**config.mk**
```make
export PLATFORM = sky130hd
export DESIGN_NAME = dma_tr_seq
export DESIGN_NICKNAME = d
export VERILOG_FILES = /design/src/rtl/dma_seq_pkg.sv /design/src/rtl/dma_seq_dp.sv /design/src/rtl/dma_seq_ctrl.sv /design/src/rtl/dma_tr_seq.sv
export SDC_FILE = /design/constraint.sdc
export NUM_CORES = 1
export LEC_CHECK = 0
export BUFFER_PORTS_ARGS = -buffer_cell sky130_fd_sc_hd__clkbuf_2
export CORE_MARGIN = 3
export CORE_UTILIZATION = 60
export CTS_CLUSTER_SIZE = 25
export DETAILED_ROUTE_END_ITERATION = 7
export PLACE_DENSITY = 0.87
export SYNTH_ARGS = -nofsm -noshare
export SYNTH_HDL_FRONTEND = slang
export SYNTH_HIERARCHICAL = 1
export SYNTH_SLANG_ARGS = --single-unit
export TNS_END_PERCENT = 5
```
**constraint.sdc**
```tcl
create_clock -name clk -period 4.2 [get_ports clk]
set_input_delay 0 -clock clk [delete_from_list [all_inputs] [get_ports clk]]
set_output_delay 0 -clock clk [all_outputs]
set_load 0.1 [all_outputs]
```
**src/rtl/dma_seq_pkg.sv**
```systemverilog
package dma_seq_pkg;
  typedef enum logic [1:0] {
    SYNC_ELEM  = 2'b00,
    SYNC_FRAME = 2'b01,
    SYNC_ARRAY = 2'b10,
    SYNC_BLOCK = 2'b11
  } syncMode_e;

  typedef struct packed {
    logic load;
    logic adv;
  } seqStrobe_t;
endpackage

```
**src/rtl/dma_seq_dp.sv**
```systemverilog
module dma_seq_dp
  import dma_seq_pkg::*;
#(
  parameter int ADDR_W     = 32,
  parameter int CNT_W      = 16,
  parameter int IDX_W      = 16,
  parameter int ELEM_BYTES = 4,
  localparam int BYTE_W    = CNT_W + $clog2(ELEM_BYTES)
) (
  input  logic              clk,
  input  logic              rstN,
  input  seqStrobe_t        stb,
  input  logic [1:0]        cfgMode,
  input  logic [ADDR_W-1:0] cfgSrc,
  input  logic [ADDR_W-1:0] cfgDst,
  input  logic [CNT_W-1:0]  cfgElemCnt,
  input  logic [CNT_W-1:0]  cfgFrmCnt,
  input  logic [IDX_W-1:0]  cfgElemIdx,
  input  logic [IDX_W-1:0]  cfgFrmIdx,
  output logic              lastTr,
  output logic [ADDR_W-1:0] trSrc,
  output logic [ADDR_W-1:0] trDst,
  output logic [BYTE_W-1:0] trBytes,
  output logic [CNT_W-1:0]  trArrCnt,
  output logic [IDX_W-1:0]  trArrIdx
);
  syncMode_e         mode;
  logic [ADDR_W-1:0] srcQ, dstQ;
  logic [CNT_W-1:0]  elemCnt, frmCnt, elemLeft, frmLeft;
  logic [IDX_W-1:0]  elemIdx, frmIdx;
  logic              elemLast, frmLast;
  logic [BYTE_W-1:0] arrBytes;

  assign elemLast = (elemLeft == CNT_W'(1));
  assign frmLast  = (frmLeft == CNT_W'(1));
  assign arrBytes = BYTE_W'(elemCnt) * BYTE_W'(ELEM_BYTES);

  always_ff @(posedge clk) begin
    if (!rstN) begin
      mode     <= SYNC_ELEM;
      srcQ     <= '0;
      dstQ     <= '0;
      elemCnt  <= '0;
      frmCnt   <= '0;
      elemLeft <= '0;
      frmLeft  <= '0;
      elemIdx  <= '0;
      frmIdx   <= '0;
    end else if (stb.load) begin
      mode     <= syncMode_e'(cfgMode);
      srcQ     <= cfgSrc;
      dstQ     <= cfgDst;
      elemCnt  <= cfgElemCnt;
      frmCnt   <= cfgFrmCnt;
      elemLeft <= cfgElemCnt;
      frmLeft  <= cfgFrmCnt;
      elemIdx  <= cfgElemIdx;
      frmIdx   <= cfgFrmIdx;
    end else if (stb.adv) begin
      case (mode)
        SYNC_ELEM: begin
          if (elemLast) begin
            elemLeft <= elemCnt;
            frmLeft  <= frmLeft - CNT_W'(1);
            srcQ     <= srcQ + ADDR_W'(frmIdx);
            dstQ     <= dstQ + ADDR_W'(frmIdx);
          end else begin
            elemLeft <= elemLeft - CNT_W'(1);
            srcQ     <= srcQ + ADDR_W'(elemIdx);
            dstQ     <= dstQ + ADDR_W'(elemIdx);
          end
        end
        SYNC_FRAME, SYNC_ARRAY: begin
          frmLeft <= frmLeft - CNT_W'(1);
          srcQ    <= srcQ + ADDR_W'(frmIdx);
          dstQ    <= dstQ + ADDR_W'(frmIdx);
        end
        default: ;
      endcase
    end
  end

  always_comb begin
    trSrc = srcQ;
    trDst = dstQ;
    case (mode)
      SYNC_ELEM: begin
        trBytes  = BYTE_W'(ELEM_BYTES);
        trArrCnt = CNT_W'(1);
        trArrIdx = '0;
        lastTr   = elemLast && frmLast;
      end
      SYNC_FRAME: begin
        trBytes  = BYTE_W'(ELEM_BYTES);
        trArrCnt = elemCnt;
        trArrIdx = elemIdx;
        lastTr   = frmLast;
      end
      SYNC_ARRAY: begin
        trBytes  = arrBytes;
        trArrCnt = CNT_W'(1);
        trArrIdx = '0;
        lastTr   = frmLast;
      end
      default: begin
        trBytes  = arrBytes;
        trArrCnt = frmCnt;
        trArrIdx = frmIdx;
        lastTr   = 1'b1;
      end
    endcase
  end
endmodule

```
**src/rtl/dma_seq_ctrl.sv**
```systemverilog
module dma_seq_ctrl
  import dma_seq_pkg::*;
(
  input  logic       clk,
  input  logic       rstN,
  input  logic       load,
  input  logic       syncEvt,
  input  logic       trReady,
  input  logic       lastTr,
  output seqStrobe_t stb,
  output logic       trValid,
  output logic       done,
  output logic       missed
);
  logic armed, pending, hs;

  assign hs       = trValid && trReady;
  assign stb.load = load;
  assign stb.adv  = hs && !load;

  always_ff @(posedge clk) begin
    if (!rstN) begin
      armed   <= 1'b0;
      trValid <= 1'b0;
      pending <= 1'b0;
      missed  <= 1'b0;
      done    <= 1'b0;
    end else if (load) begin
      armed   <= 1'b1;
      trValid <= 1'b0;
      pending <= 1'b0;
      missed  <= 1'b0;
      done    <= 1'b0;
    end else begin
      done <= hs && lastTr;
      if (hs) begin
        if (lastTr) begin
          armed   <= 1'b0;
          trValid <= 1'b0;
          pending <= 1'b0;
        end else begin
          trValid <= pending || syncEvt;
          pending <= pending && syncEvt;
        end
      end else if (trValid) begin
        if (syncEvt) begin
          if (pending) missed <= 1'b1;
          else         pending <= 1'b1;
        end
      end else if (armed && syncEvt) begin
        trValid <= 1'b1;
      end
    end
  end
endmodule

```
**src/rtl/dma_tr_seq.sv**
```systemverilog
module dma_tr_seq
  import dma_seq_pkg::*;
#(
  parameter int ADDR_W     = 32,
  parameter int CNT_W      = 16,
  parameter int IDX_W      = 16,
  parameter int ELEM_BYTES = 4,
  localparam int BYTE_W    = CNT_W + $clog2(ELEM_BYTES)
) (
  input  logic              clk,
  input  logic              rstN,
  input  logic              load,
  input  logic [1:0]        cfgMode,
  input  logic [ADDR_W-1:0] cfgSrc,
  input  logic [ADDR_W-1:0] cfgDst,
  input  logic [CNT_W-1:0]  cfgElemCnt,
  input  logic [CNT_W-1:0]  cfgFrmCnt,
  input  logic [IDX_W-1:0]  cfgElemIdx,
  input  logic [IDX_W-1:0]  cfgFrmIdx,
  input  logic              syncEvt,
  output logic              trValid,
  input  logic              trReady,
  output logic [ADDR_W-1:0] trSrc,
  output logic [ADDR_W-1:0] trDst,
  output logic [BYTE_W-1:0] trBytes,
  output logic [CNT_W-1:0]  trArrCnt,
  output logic [IDX_W-1:0]  trArrIdx,
  output logic              done,
  output logic              missed
);
  seqStrobe_t stb;
  logic       lastTr;

  dma_seq_ctrl u_ctrl (
    .clk(clk), .rstN(rstN), .load(load), .syncEvt(syncEvt),
    .trReady(trReady), .lastTr(lastTr), .stb(stb),
    .trValid(trValid), .done(done), .missed(missed)
  );

  dma_seq_dp #(
    .ADDR_W(ADDR_W), .CNT_W(CNT_W), .IDX_W(IDX_W), .ELEM_BYTES(ELEM_BYTES)
  ) u_dp (
    .clk(clk), .rstN(rstN), .stb(stb), .cfgMode(cfgMode),
    .cfgSrc(cfgSrc), .cfgDst(cfgDst), .cfgElemCnt(cfgElemCnt),
    .cfgFrmCnt(cfgFrmCnt), .cfgElemIdx(cfgElemIdx), .cfgFrmIdx(cfgFrmIdx),
    .lastTr(lastTr), .trSrc(trSrc), .trDst(trDst), .trBytes(trBytes),
    .trArrCnt(trArrCnt), .trArrIdx(trArrIdx)
  );
endmodule

```
==> run metrics, run 1 <==
status finished, violations left; failing checks DRC; initial antenna violation count 4; max-cap viol count 0; FF-to-FF setup slack 890 ps; Tot GR Track Use 0.380; total length of routed wires 42.4 mm; total negative slack 0 ps; CP required around 4500 ps; Antenna Nets Post-Route 0; Initial DRC Count 1,839; sequential area share after synthesis 0.285; Die Width about 150 um; Syn. warnings 6; Max stage delay on crit path 750 ps; fin cells 2,113; synthesized instance count 1,510; slew margin rel. 0.278; Max IR drop VDD 301 uV; Seq pwr share 0.375; IO Pins 252; internal power between 2 and 3 mW; Worst Max-Slew Pin Slew between 1000 and 1500 ps; CTS tree done; Cell Pwr Density ~320 mW/mm2; met2 Use GR 0.599; CP Buf/Inv Count 0; Setup-failing EPs final 0; cts repair resizes 0; RSZ-0062 raised after global routing no; placed cell count 1,945; top post-synthesis cells by area dfxtp_1 (29%), ha_1 (7.7%), o21ai_0 (6.6%), nand2_1 (6.1%), a21oi_1 (4.9%); Initial DRT Pass Iterations 8; largest net degree at the start of global routing between 90 and 100; PortBufs around 250; R2R depth 10; number of global-route vias before repair 12,700; switch share 0.382; CTS Buffer Depth 2; Netlist cell types a little under 80; shortest period the worst path allows 3310 ps; Levels on crit path 10; Async S/R FF share, synth 0; Gate power share 0.294; dpl hpwl 27.4 mm; wire per inst 20.1 um; Hold Crit Class in2reg; Slew Limit Fails 0; Setup Buffers After CTS 0; reg-to-reg startpoint u_dp/trSrc[0]; remaining global-route overflow 0; Worst-path clk slew ~70 ps; Die H roughly 150 um; critical path, cell by cell ha_1 -> fa_1 -> a211oi_1 -> o21ai_0 -> a21oi_1 -> nor4_1 -> nor3_1 -> nor4b_1 -> xnor2_1 -> a21oi_1; CP startpoint kind register; critical path endpoint u_dp/trSrc[20]; Via density 6.31; global-route wire length before repair 66.5 mm; area leader, netlist dfxtp_1; vias post-DR approximately 13,000; Syn Std Cell Area 0.0117 mm2; die area roughly 0.021 mm2; GP Congestion 1.02; CP Class reg2reg; Top Usage Layer GRT met2; CORE AREA 0.0190 mm2; leakage power 6.44 nW; fin crit share 0.789; initial core utilization 0.618; Yosys reg bits approximately 170; clk sinks between 150 and 200; skew final 17.2 ps; average footprint of a synthesized cell 7.76 um2; Final nets 2,047; CP max stage cell nor3_1; Crit Path Max Fanout 7; Max Clock Freq 302 MHz; kind of cell adding the most delay to the critical path simple AND/OR/NAND/NOR gates; worst-skew pair later-pin latency 450 ps; share of cells above drive strength 1 0.171; r2r endpoint u_dp/trSrc[20]; CTS Buf Count 17; Area growth syn-to-layout 27.8%; Top FF cell, synth dfxtp_1; Net Sw Power 1.86 mW; most used cell along the critical path a21oi_1; M3 GR Usage 0.0679; Setup crit start u_dp/trSrc[0]; post-synth top area share 0.285; Worst EP arrival 3610 ps; Hold Vio Cnt, Final 0; clock network fraction of design power 0.330; # H-tree levels 4; Worst setup EP type register; row count 50; Post-synth EDFFs 0; drt drc 1; clk root buf clkbuf_16; cts hold-fix bufs 132; GR Util met1 0.510
## tightest hold or removal path, cell delays in order
cell and delay, ps:
clkbuf_2 100, mux2i_1 70, o31ai_1 60, o211ai_1 90, a21oi_1 130
## cells in the final DEF, fill, tap and decap left out, drive strengths merged, types with 5 or more instances in the layout
| cell type | instances |
|---|---|
| and3 | 10 |
| o31ai | 8 |
| nor4 | 20 |
| inv | 31 |
| a211o | 5 |
| dfxtp | 167 |
| o211ai | 20 |
| nand2b | 16 |
| or3 | 11 |
| o21bai | 8 |
| a21oi | 115 |
| and2 | 33 |
| nand4 | 13 |
| a21o | 17 |
| a41oi | 5 |
| a311oi | 7 |
| o211a | 7 |
| nand2 | 192 |
| xor2 | 32 |
| o22ai | 5 |
| xnor2 | 53 |
| nand3 | 30 |
| nor2 | 99 |
| nor3 | 37 |
| dlygate4sd3 | 132 |
| o21ai | 157 |
| clkbuf | 266 |
| o21a | 14 |
| o221ai | 7 |
| a31oi | 12 |
| a211oi | 32 |
| nor2b | 56 |
| a21boi | 36 |
| mux2i | 47 |
| buf | 11 |
| ha | 72 |
## metal layers
| layer | wire [um] | up-vias |
|---|---|---|
| met1 | 16700 | 6097 |
| met2 | 19200 | 951 |
| met4 | 1970 | 2 |
| li1 | - | 6121 |
| met5 | 26 | - |
| met3 | 4540 | 164 |
## Yosys cell counts (all sizes together) (32+ instances only)
master  number
a211oi      32
xnor2       53
nor2b       56
nand2      192
mux2i       47
clkbuf      73
nor3        37
and2        33
ha          72
o21ai      157
nor2        99
a21boi      36
xor2        32
dfxtp      167
a21oi      115
## final cells by class
cell class                      instances  area [um2]
Timing Repair Buffer                  390        2660
Clock inverter                         13         136
Tap cell                              260         325
Inverter                               24        91.3
Sequential cell                       167        3340
Fill cell                            1260        3990
Multi-Input combinational cell       1236        7970
Clock buffer                           19         443
Antenna cell                            4        10.0
## sequential cells by signal, summed over array words and instances (netlist names)
register and count:
u_dp/trDst 32, u_ctrl/pending 1, u_ctrl/done 1, u_dp/mode 2
u_dp/frmIdx 16, u_dp/trSrc 32, u_dp/elemLeft 16, u_dp/frmCnt 16
u_ctrl/trValid 1, u_dp/frmLeft 16, u_ctrl/missed 1, u_dp/elemIdx 16
u_dp/elemCnt 16, u_ctrl/armed 1
## power groups by stage
stage	sequential, mW	clock (mW)	combinational [mW]
6_report	1.82	1.60	1.43
5_1_grt	1.83	1.68	1.52
4_1_cts	1.81	1.60	1.39
3_5_place_dp	1.85	0	1.28
3_3_place_gp	1.84	0	1.26
2_1_floorplan	2.09	0	0.717
## metrics by stage
stage / setup slack, ps / power (mW) / utilization / hold slack, ps / cell area, um2
6_report: 886 / 4.85 / 0.790 / 54.5 / 15000
4_1_cts: 1000 / 4.79 / 0.789 / 45.2 / 15000
5_1_grt: 691 / 5.02 / 0.790 / 71.2 / 15000
2_1_floorplan: 739 / 2.81 / - / 109 / 11700
3_3_place_gp: 1100 / 3.10 / 0.689 / 222 / 13100
3_5_place_dp: 1030 / 3.12 / 0.689 / 231 / 13100
## cell families after synthesis
group	share of synthesized area
adders and majority gates	0.0837
muxes	0.0401
DFF	0.285
other	0.000320
buffers and inverters	0.0358
AOI/OAI and AO/OA	0.265
and+or+nand+nor	0.226
xor gates and xnor gates	0.0635
## worst min path at each step
| stage | from | end | slack (ps) | cells past startpoint |
|---|---|---|---|---|
| 2_1_floorplan | cfgSrc[8] | u_dp/trSrc[8] | 110 | 2 |
| 3_3_place_gp | cfgDst[19] | u_dp/trDst[19] | 220 | 2 |
| 3_5_place_dp | cfgDst[6] | u_dp/trDst[6] | 230 | 3 |
| 4_1_cts | cfgDst[22] | u_dp/trDst[22] | 50 | 5 |
| 5_1_grt | cfgDst[22] | u_dp/trDst[22] | 70 | 5 |
| 6_report | cfgDst[22] | u_dp/trDst[22] | 50 | 5 |
Note: power is estimated with default switching activity, not from simulation.
==> run 2, diff against run 1 <==
- ABC_AREA: unset -> 1
- CORE_UTILIZATION: 60 -> 58
- PLACE_DENSITY: 0.87 -> 0.82
- clock period: 4.2 -> 3.2 ns (I/O delays scaled with it)
==> run 2 against run 1 <==
  * The run now ends clean
  * Clock-buffer cell count is 1 lower
  * Die area is 30% higher
  * Final cell count up 55%
  * Clock skew is 3.1 ps higher
  * Highest routed layer is now met4
  * First-iteration DRC count increased by 43%
  * Routed wire length rose by 44%
  * Core utilization down 4.8 points
  * Global-route usage increased by 4.0 points
==> run metrics, run 2 <==
main combinational cell family by area after synthesis simple AND/OR/NAND/NOR gates; antenna cells 0; post-synthesis compound-gate area fraction 0.165; GP Congestion 1.02; Crit Path Max Fanout 32; status complete, no violations; CTS tree done; IO Pins 252; initial antenna violation count 0; Max stage delay on crit path a little under 500 ps; max-cap viol count 0; Worst setup EP type register; global-route wire length before repair 94.8 mm; Initial DRT Pass Iterations 7; largest net degree at the start of global routing 164; Worst Max-Slew Pin Slew 852 ps; Area growth syn-to-layout 23.7%; CP required 3510 ps; top post-synthesis cells by area dfxtp_1 (23%), nand2_1 (20%), nand3_1 (9.2%), inv_1 (8.4%), nor2_1 (7.7%); Hold Crit Class in2reg; Yosys reg bits 167; CP Buf/Inv Count 4; cts hold-fix bufs about 130; Syn. warnings 6; synthesized instance count 2,627; commonest non-fill, non-tap cell in the layout nand2_1; Cell Pwr Density 423 mW/mm2; Final nets 3,158; # H-tree levels 4; die area 0.0276 mm2; share of cells above drive strength 1 0.117; Commonest cells post-synth nand2_1 (807), inv_1 (331), nor2_1 (303); cts repair resizes 0; slew margin rel. 0.432; Tot GR Track Use 0.420; sequential area share after synthesis 0.225; post-synth top area share 0.225; CTS Buf Count 17; most frequent cell after synthesis nand2_1; Antenna Nets Post-Route 0; RSZ-0062 raised after global routing no; CP max stage cell buf_4; CORE AREA 0.0247 mm2; Max IR drop VDD 289 uV; CP startpoint kind register; Async S/R FF share, synth 0; Post-synth EDFFs 0; xor and xnor area share after synthesis 0.0159; Hold Vio Cnt, Final 0; wire per inst approximately 19 um; fraction of the mapped netlist area in adder cells 0.0661; Die H 166 um; Slew Limit Fails 0; clk root buf clkbuf_16; area leader, netlist dfxtp_1; Top FF cell, synth dfxtp_1; shortest period the worst path allows 2670 ps; worst-skew pair later-pin latency 440 ps; Syn Std Cell Area 0.0148 mm2; dpl hpwl 43.0 mm; total length of routed wires 61.0 mm; Die Width 166 um; post-route design area 0.0184 mm2; Post-Synth Simple-Gate Area 0.412; most frequent cells in the layout nand2_1 (807), inv_1 (330), nor2_1 (303), nand3_1 (273), clkbuf_2 (230); Netlist cell types 49; CTS Buffer Depth 2; DP Area 0.0165 mm2; Hold WS 3.69 ps; Via density around 6; average footprint of a synthesized cell 5.65 um2; Setup Buffers After CTS 0; remaining global-route overflow 0; kind of cell adding the most delay to the critical path buffers and inverters; Worst-path clk slew 80 ps; drt drc 0; leakage power 9.43 nW; PortBufs 249; row count 57; CP Class reg2reg; Setup-failing EPs final 0; Initial DRC Count 2,625; Max Clock Freq 374 MHz; multiplexer share of the synthesized area 0; skew final 20.3 ps; number of global-route vias before repair 18,100; critical path, cell by cell inv_1 -> ha_1 -> inv_1 -> nand2_4 -> inv_4 -> buf_4 -> nand3_1 -> o21ai_1 -> nand2_1 -> nand2_1 -> a21oi_1; Worst EP arrival ~3000 ps; initial core utilization 0.600; vias post-DR 19,300; clk sinks 167; fin crit share 0.835
## run 2: power by group
part	internal [mW]	switching, mW
clock	1.07	1.10
sequential	2.25	0.271
combinational	0.885	2.19
total	4.21	3.57
## run 2: final timing paths
check | startpoint | endpoint | slack [ps] | cells after the start
max reg2reg | u_dp/mode[0] | u_dp/trSrc[14] | 530 | 11
max | u_dp/mode[0] | u_dp/trSrc[14] | 530 | 11
min reg2reg | u_dp/frmCnt[0] | u_dp/frmCnt[0] | 470 | 2
min | cfgDst[16] | u_dp/trDst[16] | 4 | 5
## run 2: cell families after synthesis
family          after synthesis
simple gates               1470
compound gates              453
buf+inv                     433
flops                       167
fa+ha+maj                    76
xor+xnor                     27
other cells                   1
## run 2: worst register-to-register path, delay by kind of cell, from the launching register on
| family | cells | cell delay [ps] |
|---|---|---|
| buffers and inverters | 4 | 1240 |
| and+or+nand+nor | 4 | 440 |
| DFF | 1 | 380 |
| adders and majority gates | 1 | 320 |
| AOI/OAI and AO/OA | 2 | 160 |
## run 2: per-layer routing
metal  GRT usage  vias to the layer above  routed length, um  part of all wire
met5           0                        -                  0                 0
met4       0.231                        0               3920             0.064
met3      0.0688                      264               6910              0.11
met2       0.688                     1354              27300              0.45
met1       0.528                     8612              22900              0.38
li1            -                     9108                  -                 -
## run 2: stage by stage
stage	util	TNS, ps	worst slack, ps	total power [mW]	cells
floorplan	-	-1950	-195	4.66	2628
finish	0.742	0	529	7.78	3284
global placement	0.666	0	758	5.36	3124
CTS	0.742	0	640	7.66	3284
global route	0.742	0	449	8.08	3284
detailed placement	0.666	0	670	5.40	3124
## run 2: final cells by class
cell class	instances	area (um2)
fill	2082	6380
clock inverter	14	155
multi-input combinational	2028	9780
timing repair buffer	396	2970
clock buffer	18	439
tap	324	405
sequential	167	3340
inverter	337	1270
==> run 3, diff against run 2 <==
- ABC_AREA: 1 -> 0
- CORE_UTILIZATION: 58 -> 56
- clock period: 3.2 -> 2.6 ns (I/O delays scaled with it)
==> run 3 against run 2 <==
  * The flow now finishes with violations (setup timing)
  * Worst hold slack better by 75 ps
  * Clock power increased by 15%
  * Via count decreased by 26%
  * Combinational power fell by 11%
  * Design area fell by 8.2%
  * Clock-buffer cell count rose by 2
  * Maximum frequency down 1.7%
  * Largest cell class unchanged
  * Largest power group is now registers
==> run metrics, run 3 (synthesis gave the netlist of run 1 again) <==
remaining global-route overflow 0; Worst Max-Slew Pin Slew just over 800 ps; # H-tree levels 4; Initial DRC Count approximately 1,600; fill cell count 1,178; Antenna Nets Post-Route 0; slew margin rel. 0.447; global-route wire length before repair 68.4 mm; CP Class reg2reg; RSZ-0062 raised after global routing yes; GP Congestion 0.945; vias post-DR 14,300; Area growth syn-to-layout 43.8%; Hold WS a little under 80 ps; commonest non-fill, non-tap cell in the layout clkbuf_2; CP required between 2000 and 3000 ps; failing checks setup timing; Max stage delay on crit path 390 ps; Cell Pwr Density 484 mW/mm2; critical path, cell by cell ha_1 -> a211oi_1 -> o21bai_1 -> a21oi_2 -> nor4b_4 -> a2111oi_4 -> buf_6 -> nor3_2 -> xor2_1 -> o211a_1; Hold Vio Cnt, Final 0; most frequent cells in the layout clkbuf_2 (241), nand2_1 (190), buf_4 (152), o21ai_0 (139), dfxtp_1 (134); kind of cell adding the most delay to the critical path compound AO/OA/AOI/OAI gates; Setup-failing EPs final 24; total power draw 8.16 mW; wire per inst approximately 21 um; Worst setup EP type register; share of cells above drive strength 1 0.287; CTS Buf Count 17; CTS Buffer Depth 2; FF-to-FF setup slack -120 ps; Hold Crit Class in2reg; total length of routed wires 46.8 mm; Initial DRT Pass Iterations 7; largest net degree at the start of global routing approximately 150; CTS tree done; fin crit share 1.05; Slew Limit Fails 0; Worst-path clk slew 80 ps; row count 52; worst-skew pair later-pin latency approximately 450 ps; Max IR drop VDD 413 uV; clk root buf clkbuf_16; status finished, violations left; Max Clock Freq 368 MHz; shortest period the worst path allows 2720 ps; dpl hpwl a little under 30 mm; clk sinks around 170; CORE AREA 0.0204 mm2; skew final 27.5 ps; drt drc 0; PortBufs 249; Worst EP arrival 3060 ps; IO Pins 252; CP startpoint kind register; initial antenna violation count 0; antenna cells 0; CP max stage cell dfxtp_4; leakage power 7.30 nW; max-cap viol count 0; number of global-route vias before repair around 13,000; Crit Path Max Fanout 8; Final nets 2,194; CP Buf/Inv Count 1; die area about 0.023 mm2; Die H ~150 um; Via density 6.30; Tot GR Track Use 0.376; initial core utilization 0.575; Die Width roughly 150 um; final setup margin -118 ps
==> run 3: cell types whose count changed in the layout (fill, tap and decap cells not counted), sizes merged, moves of 29 or more <==
cell | before | now
nand2 | 814 | 192
buf | 38 | 166
nor2b | 0 | 56
inv | 341 | 29
xnor2 | 10 | 53
nor2 | 314 | 99
a211oi | 0 | 32
a21oi | 204 | 115
mux2i | 0 | 47
nand3 | 273 | 30
a21boi | 7 | 36
==> run 3: worst register-to-register path, stage by stage, from the launching register on <==
cell       delay, ps
dfxtp_4          390
ha_1             350
a211oi_1         370
o21bai_1         210
a21oi_2          310
nor4b_4          100
a2111oi_4        220
buf_6            210
nor3_2            70
xor2_1           150
o211a_1          230
==> run 3: metrics by stage <==
stage | setup TNS, ps | utilization | instances | area, um2 | setup WS [ps]
global route | -2340 | 0.827 | 2266 | 16900 | -133
finish | -1230 | 0.827 | 2266 | 16900 | -118
detailed placement | -4300 | 0.702 | 2095 | 14300 | -262
global placement | -2070 | 0.702 | 2095 | 14300 | -152
floorplan | -26650 | - | 1511 | 11800 | -569
CTS | -203 | 0.801 | 2262 | 16300 | -39.2
==> run 3: power breakdown <==
part | leakage, nW | switching, mW | internal (mW) | total (mW)
Combinational | 5.64 | 1.74 | 1.00 | 2.75
Sequential | 1.40 | 0.212 | 2.72 | 2.93
Clock | 0.268 | 1.20 | 1.28 | 2.49
==> run 3: final timing paths <==
path	start	to	cells after the start
max	u_dp/trSrc[1]	u_dp/trSrc[17]	10
min	cfgDst[14]	u_dp/trDst[14]	3
max reg2reg	u_dp/trSrc[1]	u_dp/trSrc[17]	10
min reg2reg	u_dp/frmCnt[4]	u_dp/frmCnt[4]	2
==> run 3: repair_timing <==
item / 4_1_cts / 5_1_grt
buffers inserted: 5 / 4
pin swaps: 15 / 40
endpoints found under the hold margin: 164 / 0
endpoints found under the setup margin: 35 / 63
hold buffers: 130 / 0
resized for setup: 33 / 98
==> run 3: layout make-up <==
| cell class | count | area, um2 | share of cell area |
|---|---|---|---|
| clock buffers | 20 | 447 | 0.0265 |
| flip-flops and latches | 167 | 3410 | 0.203 |
| clock inverters | 12 | 110 | 0.00653 |
| inverters | 24 | 91.3 | 0.00542 |
| multi-input cells | 1236 | 8600 | 0.510 |
| well taps | 270 | 338 | 0.0200 |
| repair buffers | 537 | 3850 | 0.228 |
==> run 3: per-layer routing <==
metal	global-route usage	share of wire
met2	0.606	0.46
met3	0.0734	0.11
met5	0	0
met1	0.485	0.38
met4	0.173	0.049
